--- config.mk ---
export PLATFORM = sky130hd
export DESIGN_NAME = lcd_static_drv
export DESIGN_NICKNAME = d
export VERILOG_FILES = /design/src/rtl/lcd_pkg.sv /design/src/rtl/lcd_bp_div.sv /design/src/rtl/lcd_seg_map.sv /design/src/rtl/lcd_seg_phase.sv /design/src/rtl/lcd_static_drv.sv
export SDC_FILE = /design/constraint.sdc
export NUM_CORES = 1
export LEC_CHECK = 0
export BUFFER_PORTS_ARGS = -buffer_cell sky130_fd_sc_hd__buf_4
export CORE_UTILIZATION = 40
export CTS_BUF_LIST = sky130_fd_sc_hd__clkbuf_8
export CTS_CLUSTER_SIZE = 14
export DETAILED_ROUTE_END_ITERATION = 12
export GPL_TIMING_DRIVEN = 0
export MAX_ROUTING_LAYER = met4
export PLACE_DENSITY_LB_ADDON = 0.12
export SLEW_MARGIN = 20
export SYNTH_ARGS = -nofsm -noshare
export SYNTH_HDL_FRONTEND = slang
export SYNTH_SLANG_ARGS = --single-unit
--- constraint.sdc ---
create_clock -name clk -period 1.8 [get_ports clk]
set_input_delay 0.09 -clock clk [delete_from_list [all_inputs] [get_ports clk]]
set_output_delay 0.09 -clock clk [all_outputs]
set_load 0.02 [all_outputs]
--- src/rtl/lcd_pkg.sv ---
package lcd_pkg;
  localparam int SEGS_PER_DIGIT = 7;
  localparam int FULL_DIGITS    = 3;
  localparam int SEG_TOTAL      = FULL_DIGITS * SEGS_PER_DIGIT + 2;

  typedef logic [SEGS_PER_DIGIT-1:0] seg7_t;

  // bit 0 = a, 1 = b, 2 = c, 3 = d, 4 = e, 5 = f, 6 = g
  function automatic seg7_t bcd_to_seg7(input logic [3:0] code);
    seg7_t s;
    case (code)
      4'd0:    s = 7'h3F;
      4'd1:    s = 7'h06;
      4'd2:    s = 7'h5B;
      4'd3:    s = 7'h4F;
      4'd4:    s = 7'h66;
      4'd5:    s = 7'h6D;
      4'd6:    s = 7'h7D;
      4'd7:    s = 7'h07;
      4'd8:    s = 7'h7F;
      4'd9:    s = 7'h6F;
      default: s = 7'h00;
    endcase
    return s;
  endfunction

  // AC drive: lit segments invert the backplane, dark ones follow it;
  // lamp mode forces a steady level equal to the lit state.
  function automatic logic [SEG_TOTAL-1:0] drive_level(
      input logic [SEG_TOTAL-1:0] lit, input logic bp_lvl, input logic lamp);
    return lamp ? lit : (lit ^ {SEG_TOTAL{bp_lvl}});
  endfunction
endpackage

--- src/rtl/lcd_bp_div.sv ---
module lcd_bp_div #(
  parameter int HALF = 400
) (
  input  logic clk,
  input  logic rst_n,
  output logic bp,
  output logic bp_edge,
  output logic bp_next
);
  localparam int CW = (HALF > 1) ? $clog2(HALF) : 1;
  localparam logic [CW-1:0] LAST = CW'(HALF - 1);

  logic [CW-1:0] cnt;

  assign bp_edge = (cnt == LAST);
  assign bp_next = ~bp;

  always_ff @(posedge clk or negedge rst_n) begin
    if (!rst_n) begin
      cnt <= '0;
      bp  <= 1'b0;
    end else if (bp_edge) begin
      cnt <= '0;
      bp  <= bp_next;
    end else begin
      cnt <= cnt + 1'b1;
    end
  end
endmodule

--- src/rtl/lcd_seg_map.sv ---
module lcd_seg_map
  import lcd_pkg::*;
#(
  parameter int NDIG = FULL_DIGITS
) (
  input  logic [NDIG*4-1:0]                digits,
  input  logic                             lead_one,
  input  logic                             neg,
  input  logic                             lamp,
  output logic [NDIG*SEGS_PER_DIGIT+1:0]   lit
);
  localparam int DW = NDIG * SEGS_PER_DIGIT;

  logic [DW-1:0] decoded;

  for (genvar g = 0; g < NDIG; g++) begin : g_dig
    assign decoded[g*SEGS_PER_DIGIT +: SEGS_PER_DIGIT] = bcd_to_seg7(digits[g*4 +: 4]);
  end

  always_comb begin
    if (lamp) lit = '1;
    else      lit = {neg, lead_one, decoded};
  end
endmodule

--- src/rtl/lcd_seg_phase.sv ---
module lcd_seg_phase
  import lcd_pkg::*;
(
  input  logic                 clk,
  input  logic                 rst_n,
  input  logic                 load,
  input  logic                 bp_next,
  input  logic                 lamp,
  input  logic [SEG_TOTAL-1:0] lit,
  output logic [SEG_TOTAL-1:0] seg_q
);
  always_ff @(posedge clk or negedge rst_n) begin
    if (!rst_n)    seg_q <= '0;
    else if (load) seg_q <= drive_level(lit, bp_next, lamp);
  end
endmodule

--- src/rtl/lcd_static_drv.sv ---
module lcd_static_drv
  import lcd_pkg::*;
#(
  parameter int PRESC  = 4,
  parameter int BP_DIV = 200
) (
  input  logic       clk,
  input  logic       rst_n,
  input  logic [3:0] digit_ones,
  input  logic [3:0] digit_tens,
  input  logic [3:0] digit_hund,
  input  logic       lead_one,
  input  logic       neg,
  input  logic       lamp_test,
  output logic       bp,
  output logic [6:0] seg_ones,
  output logic [6:0] seg_tens,
  output logic [6:0] seg_hund,
  output logic       seg_lead_bc,
  output logic       seg_minus
);
  localparam int HALF = (PRESC * BP_DIV) / 2;

  logic                 bp_edge;
  logic                 bp_next;
  logic [SEG_TOTAL-1:0] lit;
  logic [SEG_TOTAL-1:0] seg_q;

  lcd_bp_div #(.HALF(HALF)) u_div (
    .clk(clk), .rst_n(rst_n), .bp(bp), .bp_edge(bp_edge), .bp_next(bp_next)
  );

  lcd_seg_map #(.NDIG(FULL_DIGITS)) u_map (
    .digits({digit_hund, digit_tens, digit_ones}),
    .lead_one(lead_one), .neg(neg), .lamp(lamp_test), .lit(lit)
  );

  lcd_seg_phase u_phase (
    .clk(clk), .rst_n(rst_n), .load(bp_edge), .bp_next(bp_next),
    .lamp(lamp_test), .lit(lit), .seg_q(seg_q)
  );

  assign seg_ones    = seg_q[6:0];
  assign seg_tens    = seg_q[13:7];
  assign seg_hund    = seg_q[20:14];
  assign seg_lead_bc = seg_q[21];
  assign seg_minus   = seg_q[22];
endmodule

After elaboration in Yosys (flattened, before gate mapping)
Memory sizes are Yosys's and may differ from the RTL's.
Cells that the tools add are included.

word-level totals
  register bits after elaboration = 33
  memory bits (read-only) = 336
  input bits = 17
  output and inout port bits = 24
  word-level logic and storage cells = 13
  memories = 3

cells by class
  add/sub/neg operators = 1
  eq/ne operators = 1
  mux-type cells = 3
  bitwise gates (word level) = 2

memory list
  memory           depth  width  read ports  clocked after Yosys merged registers in  wr ports  line           RTL
  (no name shown)  16     7      1           0                                        0         lcd_pkg.sv:11  case (code)
  (no name shown)  16     7      1           0                                        0         lcd_pkg.sv:11
  (no name shown)  16     7      1           0                                        0         lcd_pkg.sv:11

operator list
  operator                                                       count
  23-bit two-way mux                                             2
  23-bit bitwise XOR                                             1
  9-bit by 1-bit adder with 9-bit output, second input constant  1
  9-bit == test, second input constant                           1
  9-bit two-way mux                                              1
  1-bit inverter                                                 1

Depth between registers and ports, before layout
Gate-level depths: netlist of run 1.
An unclocked memory read counts as a cell.

  word-level depth = 4
  gate-level depth with buffers = 7
  mapped depth without buffers = 6

Modules after synthesis
Synthesis of run 1 repeated with hierarchy kept, for this count alone.

unflattened totals
  cell total of the unflattened synthesis = 272
  area, all modules = 2612.5 um^2

by module, submodules not included
  module         times used  cells each  area each (um^2)  seq. area each (um^2)
  lcd_seg_phase  1           129         1450.1            575.6
  lcd_seg_map    1           101         694.4             0.0
  lcd_bp_div     1           42          467.9             250.2

Worst setup path before layout of run 1
OpenSTA, ideal clock, no wires.

  kind = register -> register
  from = register u_div.cnt[0]
  to = register u_phase.seg_q[10]
  setup time = 0.073 ns
  arrival time = 1.427 ns
  data required time = 1.727 ns
  setup slack = 0.300 ns
  stages on the path, launching flop included = 8
  buffers on the path = 2
  period minus slack after synthesis = 1.500 ns
  cells stage by stage = dfrtp_1 ha_1 and4b_1 and2_4 buf_6 nor2b_4 buf_6 a21oi_2

between the ends
  cells in the longest elaborated chain, start to end = 1

RTL lines
  what                    line                 RTL
  start, declared         lcd_bp_div.sv:13     logic [CW-1:0] cnt;
  start signal, assigned  lcd_bp_div.sv:26     cnt <= cnt + 1'b1;
  9-bit == test           lcd_bp_div.sv:15     assign bp_edge = (cnt == LAST);
  end signal, assigned    lcd_seg_phase.sv:14  else if (load) seg_q <= drive_level(lit, bp_next, lamp);
  end, declared           lcd_seg_phase.sv:10  output logic [SEG_TOTAL-1:0] seg_q

Every way passes these cells.
A chain may end at the register's enable or synchronous reset.

Worst setup path in the final report of run 1
  from = register u_div.cnt[0]
  to = register u_phase.seg_q[0]

Same word-level chain as after synthesis.

==> out/results.ini, run 1 <==
[floorplan]
initial_core_util_pct = 42.5
die_area_mm2 = 0.00583
die_x_um = 76.4
num_io_pins = 41
rows = 26
die_h_um = 76.4
design.core.area_mm2 = 0.00520

[hold_path]
hp-class = primary input to flip-flop
whs_path_depth = 4

[drt]
dr_total_vias = 1668
drc_errors = 0
wl_um = 4400
wl_per_cell_um = 12.7
via_per_inst = 4.79
drt_iter0_markers = 104
dr.pass1.iters = 4
drtAntennaViolNets = 0

[yosys]
synth_edf_count = 0
ys_seq_elements = 33
yosysWarnings = 0
ys_seq_area_share_pct = 37.3
synth_adder_area_share_pct = 10.7
async_flop_share_pct = 100
synthTopCellsByArea = dfrtp_1 37%, ha_1 11%, nor2_1 6.8%
synth-simple-area-share_pct = 17.8
synth_cells = 236
avgSynthCellArea_um2 = 9.38
yosysUniqueCellTypes = 34
mappedNetlistArea_mm2 = 0.00221
synthMuxAreaShare_pct = 6.39
synth_compound_area_share_pct = 13.5
synthXorXnorAreaFrac_pct = 7.91
synth_top_area_share_pct = 37.3
synth_top_cell_by_area = dfrtp_1
syn_nets = 272
synth_top_family_by_area = simple AND/OR/NAND/NOR gates
ys_dominant_reg_cell = dfrtp_1

[power_and_ir_drop]
p_int_w = 0.00113
p_leak_nw = 1.23
power_frac_comb_pct = 13.5
pwr-share-clk_pct = 36.8
ir_worst_vdd_mv = 0.226
p_per_area_mw_per_mm2 = 562
power_switching_w = 0.000363
swShare_pct = 24.3
seqPwrFrac_pct = 49.7

[setup_path]
end_kind = flip-flop
critPathKind = flip-flop to flip-flop
reg2reg_depth = 7
start_kind = flip-flop
worstPathArrival_ns = 1.79
required_ns = 1.96
crit_fanout = 9

[clock_network]
numCtsBuffers = 5
cts_tree = built
root_buffer = clkbuf_8
clock-sinks = 33
clk_latency_ns = 0.28
clock_path_buffers = 2
cts.htree.levels = 2
cts_setup_buffers = 0
clkTransAtPathRegs_ns = 0.06

[final_layout]
multi_input_area_mm2 = 0.00125
layout-drive-gt1-share_pct = 27.7
antenna_cells = 0
final_area_mm2 = 0.00266
ff_latch_area_um2 = 826
n_fill_cell = 521
fin_nets = 314
area.growth.synth_to_final_pct = 20.0

[sta]
setup_viol = 0
fin_setup_tns_ns = 0
fin_crit_ns = 1.63
drv_slew = 0
clock_skew_ns = 0.00365
rsz0062_at_grt = no
tightest_slew_ns = 0.413
maxSlewHeadroom_pct = 72.4
max_freq_mhz = 614
hold_viol = 0
post-route-period-util_pct = 90.5

[grt]
grt-ovfl-total = 0
grt_pass1_wl_um = 7430
grt_pass1_vias = 1508
grt_util_all_layers_pct = 16.8
grt_max_degree = 34
antenna_found_initial = 0

[place]
hpwl_um = 3220
port_buffers = 34
place_area_mm2 = 0.00256
globalplace.congestion = 0.752

[status]
status = completed

[run]
cap_violations = 0

[cell families after synthesis]
family                   count (synthesis)
multiplexers                            13
buffers and inverters                   29
XOR/XNOR                                20
adder cells (fa/ha/maj)                 19
flip-flops                              33
AO/OA/AOI/OAI                           45
AND/OR/NAND/NOR                         77
[stage by stage]
stage	power (W)	instances	utilization [%]	hold WS (ns)	setup slack (ns)
global placement	0.000956	340	49.1	0.0590	0.180
finish	0.00149	348	51.0	0.128	0.171
CTS	0.00152	348	51.0	0.114	0.143
detailed placement	0.000957	340	49.1	0.0588	0.155
global route	0.00157	348	51.0	0.121	0.0741
floorplan	0.000892	236	-	-0.206	0.300
[cells in the final DEF, fill, tap and decap left out, types with 2 or more instances in the layout]
| master | Yosys | final |
|---|---|---|
| nor2_1 | 40 | 39 |
| buf_4 | 2 | 36 |
| dfrtp_1 | 33 | 33 |
| ha_1 | 19 | 19 |
| inv_1 | 16 | 17 |
| a21oi_1 | 15 | 15 |
| o22ai_1 | 14 | 14 |
| xor2_1 | 13 | 13 |
| nand2b_1 | 10 | 10 |
| mux2_2 | 9 | 9 |
| buf_2 | 8 | 8 |
| a21oi_2 | 8 | 8 |
| xnor2_1 | 7 | 7 |
| clkbuf_8 | 0 | 6 |
| nand3_1 | 4 | 4 |
| nand2_1 | 4 | 4 |
| nor3_1 | 4 | 4 |
| mux2i_1 | 4 | 4 |
| or2_2 | 3 | 3 |
| a21o_1 | 3 | 3 |
| and3b_1 | 3 | 3 |
| buf_6 | 2 | 2 |
| o21ai_0 | 2 | 2 |
| nor2b_1 | 2 | 2 |
[critical path: stages (launching register included)]
cell and delay (ns):
dfrtp_1 0.37, ha_1 0.20, and4b_1 0.27, and2_4 0.16, buf_6 0.13, nor2b_4 0.14, buf_6 0.18, a21oi_4 0.06
[power groups by stage]
stage / registers, W / logic [W] / clock network [W]
after detailed placement: 0.000755 / 0.000201 / 0
after floorplan: 0.000756 / 0.000136 / 0
after global placement: 0.000755 / 0.000201 / 0
final: 0.000742 / 0.000202 / 0.000549
after global routing: 0.000741 / 0.000229 / 0.000597
after CTS: 0.000741 / 0.000205 / 0.000573
[routing by layer]
layer	global-route usage, %	part of all wire, %
met4	5.77	1.5
met3	3.35	3.4
met5	-	0
met2	25.7	47
met1	22.1	48
[path summary, 6_finish.rpt]
check                                       startpoint  slack [ns]                       endpoint
min in group asynchronous                        rst_n        0.28  u_phase.seg_q[11]$_DFFE_PN0N_
max in group asynchronous                        rst_n        1.22   u_phase.seg_q[4]$_DFFE_PN0N_
worst max register to register  u_div.cnt[0]$_DFF_PN0_        0.17   u_phase.seg_q[0]$_DFFE_PN0N_
worst max-delay path            u_div.cnt[0]$_DFF_PN0_        0.17   u_phase.seg_q[0]$_DFFE_PN0N_
worst min-delay path                          lead_one        0.13  u_phase.seg_q[21]$_DFFE_PN0N_
worst min register to register  u_div.cnt[0]$_DFF_PN0_        0.46         u_div.cnt[0]$_DFF_PN0_
[cell type report]
cell class / count / share of cell area [%]
Sequential cell: 33 / 31.1
Clock buffer: 6 / 3.11
Tap cell: 70 / 3.30
Multi-Input combinational cell: 174 / 47.0
Buffer: 13 / 3.06
Inverter: 16 / 2.26
Clock inverter: 1 / 0.141
Timing Repair Buffer: 35 / 9.99
[flip-flops by register name, indices dropped and copies added (netlist names)]
| register | flops |
|---|---|
| u_div.cnt | 9 |
| u_div.bp | 1 |
| u_phase.seg_q | 23 |
[Yosys cell counts (4+ instances only)]
master     n
nand2_1    4
xnor2_1    7
nor3_1     4
mux2_2     9
nor2_1    40
buf_2      8
xor2_1    13
ha_1      19
dfrtp_1   33
nand3_1    4
inv_1     16
mux2i_1    4
a21oi_1   15
nand2b_1  10
o22ai_1   14
a21oi_2    8
[repair_timing]
item / 4_1_cts / 5_1_grt
endpoints found under the hold margin: 33 / 0
hold buffers: 1 / 0
resized for setup: 0 / 1
endpoints found under the setup margin: 0 / 2
Note: power is estimated with default switching activity, not from simulation.
==> inputs of run 2 (changes only) <==
MAX_ROUTING_LAYER = default   (was met4)
==> out/results.ini, run 2 (synthesized netlist as in run 1, its figures left out) <==
[run]
cap_violations = 0  ; unchanged

[sta]
hold-worst-slack_ns = 0.128  ; -0.000132 ns
tightest_slew_ns = 0.413  ; -0.0000533 ns
max_freq_mhz = 614  ; unchanged
clock_skew_ns = 0.00365  ; -0.000000110 ns
rsz0062_at_grt = no
fin_setup_tns_ns = 0  ; unchanged
drv_slew = 0  ; unchanged
maxSlewHeadroom_pct = 72.5  ; about the same
fin_crit_ns = 1.63  ; +0.00000100 ns
hold_viol = 0  ; unchanged
post-route-period-util_pct = 90.5  ; about the same
setup_viol = 0  ; unchanged

[floorplan]
die_h_um = 76.4  ; unchanged
die_x_um = 76.4  ; unchanged
initial_core_util_pct = 42.5  ; unchanged
design.core.area_mm2 = 0.00520  ; unchanged
die_area_mm2 = 0.00583  ; unchanged
num_io_pins = 41  ; unchanged
rows = 26  ; unchanged

[place]
place_area_mm2 = 0.00256  ; unchanged
port_buffers = 34  ; unchanged
globalplace.congestion = 0.743  ; -1.2%
hpwl_um = 3220  ; unchanged

[setup_path]
worstPathArrival_ns = 1.79  ; about the same
start_kind = flip-flop
reg2reg_from = u_div.cnt[0]$_DFF_PN0_
critPathKind = flip-flop to flip-flop
crit_buf_inv = 2  ; unchanged
crit_fanout = 9  ; unchanged
reg2reg_depth = 7  ; unchanged
reg2reg_slack_ns = 0.17  ; about the same
required_ns = 1.96  ; about the same
r2r-end = u_phase.seg_q[0]$_DFFE_PN0N_
crit_chain = ha_1, and4b_1, and2_4, buf_6, nor2b_4, buf_6, a21oi_4
path_delay_family = simple AND/OR/NAND/NOR gates
critPathMaxStageDelay_ns = 0.37  ; about the same
end_kind = flip-flop
crit_path_top_delay_cell = dfrtp_1
cpMostUsedCell = buf_6

[final_layout]
area.growth.synth_to_final_pct = 20.0  ; unchanged
ff_latch_area_um2 = 826  ; unchanged
fin_nets = 314  ; unchanged
regMostFlops = u_phase.seg_q
mostFrequentLayoutCells = 39 x nor2_1, 36 x buf_4, 33 x dfrtp_1
n_fill_cell = 521  ; unchanged
largest_reg_flops = 23  ; unchanged
final_common_cell = nor2_1
antenna_cells = 0  ; unchanged
reg.largest.list = u_phase.seg_q (23), u_div.cnt (9), u_div.bp (1)
multi_input_area_mm2 = 0.00125  ; unchanged
final_area_mm2 = 0.00266  ; unchanged
layout-drive-gt1-share_pct = 27.7  ; unchanged

[grt]
use_met3_pct = 3.35  ; unchanged
grt_max_degree = 34  ; unchanged
grt_pass1_vias = 1508  ; unchanged
grt_pass1_wl_um = 7430  ; unchanged
busiest_layer = met2
grt-ovfl-total = 0  ; unchanged
grtUsageMet2_pct = 25.7  ; unchanged
antenna_found_initial = 0  ; unchanged
grt_util_all_layers_pct = 16.3  ; -0.47 points
met1_usage_pct = 22.1  ; unchanged

[clock_network]
clk_latency_ns = 0.28  ; about the same
root_buffer = clkbuf_8
cts_tree = built
clock_path_buffers = 2  ; unchanged
clock-sinks = 33  ; unchanged
numCtsBuffers = 5  ; unchanged
cts.htree.levels = 2  ; unchanged
clkTransAtPathRegs_ns = 0.06  ; about the same

[power_and_ir_drop]
p_per_area_mw_per_mm2 = 562  ; about the same
ir_worst_vdd_mv = 0.226  ; about the same
p_leak_nw = 1.23  ; unchanged

[drt]
drc_errors = 0  ; unchanged
via_per_inst = 4.79  ; unchanged
dr_total_vias = 1668  ; unchanged
wl_per_cell_um = 12.7  ; unchanged
wl_um = 4400  ; unchanged
drt_iter0_markers = 104  ; unchanged
drtAntennaViolNets = 0  ; unchanged
dr.pass1.iters = 4  ; unchanged

[hold_path]
whs_path_depth = 4  ; unchanged
whs_endpoint = u_phase.seg_q[21]$_DFFE_PN0N_
hold_start = lead_one
hp-class = primary input to flip-flop

[status]
status = completed

[run 2: cell counts in the layout (fill, tap and decap cells not counted)]
Identical to the previous run, type by type.
[run 2: routing by layer]
| layer | up-vias | share of wire, % |
|---|---|---|
| met3 | 6 | 3.4 |
| met1 | 766 | 48 |
| met5 | - | 0 |
| met4 | 0 | 1.5 |
| li1 | 864 | - |
| met2 | 32 | 47 |
[run 2: worst max path at each step]
| stage | startpoint | endpoint | slack [ns] | cells after the start |
|---|---|---|---|---|
| CTS | u_div.bp$_DFFE_PN0N_ | u_phase.seg_q[20]$_DFFE_PN0N_ | 0.14 | 5 |
| global route | u_div.cnt[0]$_DFF_PN0_ | u_phase.seg_q[4]$_DFFE_PN0N_ | 0.07 | 7 |
| detailed placement | u_div.bp$_DFFE_PN0N_ | u_phase.seg_q[20]$_DFFE_PN0N_ | 0.15 | 5 |
| floorplan | u_div.cnt[0]$_DFF_PN0_ | u_phase.seg_q[10]$_DFFE_PN0N_ | 0.30 | 7 |
| global placement | u_div.cnt[0]$_DFF_PN0_ | u_phase.seg_q[0]$_DFFE_PN0N_ | 0.18 | 7 |
| finish | u_div.cnt[0]$_DFF_PN0_ | u_phase.seg_q[0]$_DFFE_PN0N_ | 0.17 | 7 |
[run 2: metrics by stage]
stage / power [W] / util [%] / setup WS, ns / std cells
after detailed placement: 0.000957 / 49.1 / 0.155 / 340
after floorplan: 0.000892 / - / 0.300 / 236
final: 0.00149 / 51.0 / 0.171 / 348
after global placement: 0.000956 / 49.1 / 0.180 / 340
after CTS: 0.00152 / 51.0 / 0.143 / 348
after global routing: 0.00157 / 51.0 / 0.0741 / 348
[run 2: area by class of cell]
cell class / count / share of cell area (%)
timing repair buffer: 35 / 9.99
sequential: 33 / 31.1
inverter: 16 / 2.26
clock buffer: 6 / 3.11
multi-input combinational: 174 / 47.0
tap: 70 / 3.30
buffer: 13 / 3.06
clock inverter: 1 / 0.141
[run 2: what timing repair did]
action | in CTS | in global routing
resized for setup | 0 | 1
buffers inserted | 0 | 0
hold endpoints to repair | 33 | 0
endpoints found under the setup margin | 0 | 2
hold buffers | 1 | 0
[run 2: worst register-to-register path: stages, from the launching register on]
cell     delay, ns
dfrtp_1       0.37
ha_1          0.20
and4b_1       0.27
and2_4        0.16
buf_6         0.13
nor2b_4       0.14
buf_6         0.18
a21oi_4       0.06
[run 2: power breakdown]
part / switching, W / internal [W]
combinational: 0.000112 / 0.0000901
sequential: 0 / 0.000742
clock: 0.000252 / 0.000297
==> inputs of run 3 (changes only) <==
PLACE_DENSITY = 0.6   (was default)
PLACE_DENSITY_LB_ADDON = default   (was 0.12)
==> out/results.ini, run 3 (synthesized netlist as in run 1, its figures left out) <==
[setup_path]
worstPathArrival_ns = 1.78  ; about the same
end_kind = flip-flop
crit_fanout = 9  ; unchanged
crit_buf_inv = 2  ; unchanged
start_kind = flip-flop
critPathKind = flip-flop to flip-flop
critPathMaxStageDelay_ns = 0.36  ; about the same
reg2reg_from = u_div.cnt[0]$_DFF_PN0_
worstSetupStartpoint = u_div.cnt[0]$_DFF_PN0_
required_ns = 1.96  ; about the same
cpMostUsedCell = buf_6
crit_chain = ha_1, and4b_1, and2_4, buf_6, nor2b_4, buf_6, a21oi_4
crit_path_top_delay_cell = dfrtp_1
path_delay_family = simple AND/OR/NAND/NOR gates

[clock_network]
clock-sinks = 33  ; unchanged
cts.htree.levels = 2  ; unchanged
clk_latency_ns = 0.29  ; about the same
cts_tree = built
cts_setup_buffers = 0  ; unchanged
root_buffer = clkbuf_8
numCtsBuffers = 5  ; unchanged
clock_path_buffers = 2  ; unchanged
clkTransAtPathRegs_ns = 0.07  ; about the same

[sta]
hold_viol = 0  ; unchanged
tightest_slew_ns = 0.425  ; +0.0122 ns
clock_skew_ns = 0.00708  ; +0.00343 ns
max_freq_mhz = 620  ; +0.98%
rsz0062_at_grt = no
fin_ws_ns = 0.187  ; +0.0158 ns
maxSlewHeadroom_pct = 71.6  ; -0.82 points
post-route-period-util_pct = 89.6  ; -0.88 points
fin_crit_ns = 1.61  ; -0.0158 ns
drv_slew = 0  ; unchanged
setup_viol = 0  ; unchanged
fin_setup_tns_ns = 0  ; unchanged

[floorplan]
die_area_mm2 = 0.00583  ; unchanged
design.core.area_mm2 = 0.00520  ; unchanged
initial_core_util_pct = 42.5  ; unchanged
die_x_um = 76.4  ; unchanged
num_io_pins = 41  ; unchanged
rows = 26  ; unchanged
die_h_um = 76.4  ; unchanged

[drt]
dr.pass1.iters = 4  ; unchanged
drt_iter0_markers = 62  ; -40%
drc_errors = 0  ; unchanged
wl_um = 4440  ; +0.86%
via_per_inst = 4.80  ; +0.19%
wl_per_cell_um = 12.7  ; +0.57%
dr_total_vias = 1676  ; +0.48%
drtAntennaViolNets = 0  ; unchanged

[final_layout]
reg.largest.list = u_phase.seg_q (23), u_div.cnt (9), u_div.bp (1)
finalNonFillerCells = 349  ; +0.29%
final_common_cell = nor2_1
antenna_cells = 0  ; unchanged
area.growth.synth_to_final_pct = 21.3
layout-drive-gt1-share_pct = 28.0  ; +0.26 points
final_area_mm2 = 0.00269  ; +1.1%
ff_latch_area_um2 = 826  ; unchanged
largest_reg_flops = 23  ; unchanged
regMostFlops = u_phase.seg_q
n_fill_cell = 507  ; -2.7%
multi_input_area_mm2 = 0.00125  ; unchanged
mostFrequentLayoutCells = 39 x nor2_1, 36 x buf_4, 33 x dfrtp_1
fin_nets = 314  ; unchanged

[grt]
grt_util_all_layers_pct = 16.7  ; +0.34 points
grt-ovfl-total = 0  ; unchanged
grt_pass1_vias = 1559  ; +3.4%
antenna_found_initial = 0  ; unchanged
grt_max_degree = 34  ; unchanged
grt_pass1_wl_um = 7650  ; +3.0%

[hold_path]
hold_start = lead_one
hp-class = primary input to flip-flop

[power_and_ir_drop]
p_leak_nw = 1.24  ; +1.1%
ir_worst_vdd_mv = 0.339  ; +50%
p_per_area_mw_per_mm2 = 617  ; +9.8%

[run]
cap_violations = 0  ; unchanged

[place]
place_area_mm2 = 0.00256  ; unchanged
pre_cts_ws_ns = 0.0964  ; -0.0581 ns
place_inst = 340  ; unchanged
port_buffers = 34  ; unchanged
globalplace.congestion = 0.807  ; +8.7%
hpwl_um = 3160  ; -1.7%

[status]
status = completed

-- run 3: cell types whose count changed in the layout (fill, tap and decap cells not counted), sizes merged --
| cell | previous run | this run |
|---|---|---|
| bufinv | 0 | 1 |
-- run 3: timing repair --
item	4_1_cts	5_1_grt
endpoints found under the setup margin	0	6
hold buffers	1	0
endpoints found under the hold margin	33	0
resized for setup	0	1
-- run 3: metal layers --
| metal | wire, um | global-route usage, % | share of wire, % | vias up |
|---|---|---|---|---|
| met1 | 2230 | 23.4 | 50 | 772 |
| met5 | 0 | 0 | 0 | - |
| met2 | 1970 | 25.0 | 44 | 32 |
| met4 | 80 | 5.58 | 1.8 | 0 |
| met3 | 160 | 3.95 | 3.6 | 7 |
| li1 | - | - | - | 865 |
-- run 3: stage by stage --
stage,hold slack (ns),util [%],power (W)
after floorplan,-0.206,-,0.000892
after global placement,0.0598,49.1,0.000954
after detailed placement,0.0576,49.1,0.000956
after CTS,0.113,51.5,0.00168
after global routing,0.148,51.6,0.00174
final,0.120,51.6,0.00166
-- run 3: final timing paths --
check	endpoint	slack, ns	cells past startpoint
worst max-delay path	u_phase.seg_q[0]$_DFFE_PN0N_	0.19	7
worst min-delay path	u_phase.seg_q[21]$_DFFE_PN0N_	0.12	4
worst max register to register	u_phase.seg_q[0]$_DFFE_PN0N_	0.19	7
worst min register to register	u_div.cnt[0]$_DFF_PN0_	0.45	1
max in group asynchronous	u_phase.seg_q[2]$_DFFE_PN0N_	1.21	2
min in group asynchronous	u_phase.seg_q[11]$_DFFE_PN0N_	0.28	2
-- run 3: cell type report --
cell class | count | share of cell area, %
plain buffers | 13 | 3.03
clock buffers | 6 | 3.08
clock inverters | 2 | 1.26
repair buffers | 35 | 9.88
flip-flops and latches | 33 | 30.8
multi-input cells | 174 | 46.5
well taps | 70 | 3.26
inverters | 16 | 2.24
-- run 3: worst register-to-register path, cell delays in order, from the launching register on --
cell and delay (ns):
dfrtp_1 0.36, ha_1 0.20, and4b_1 0.27, and2_4 0.16, buf_6 0.12, nor2b_4 0.14, buf_6 0.18, a21oi_4 0.06
-- run 3: power breakdown --
part | internal (W) | switching (W)
Clock | 0.000446 | 0.000268
Sequential | 0.000741 | 0
Combinational | 0.0000900 | 0.000113
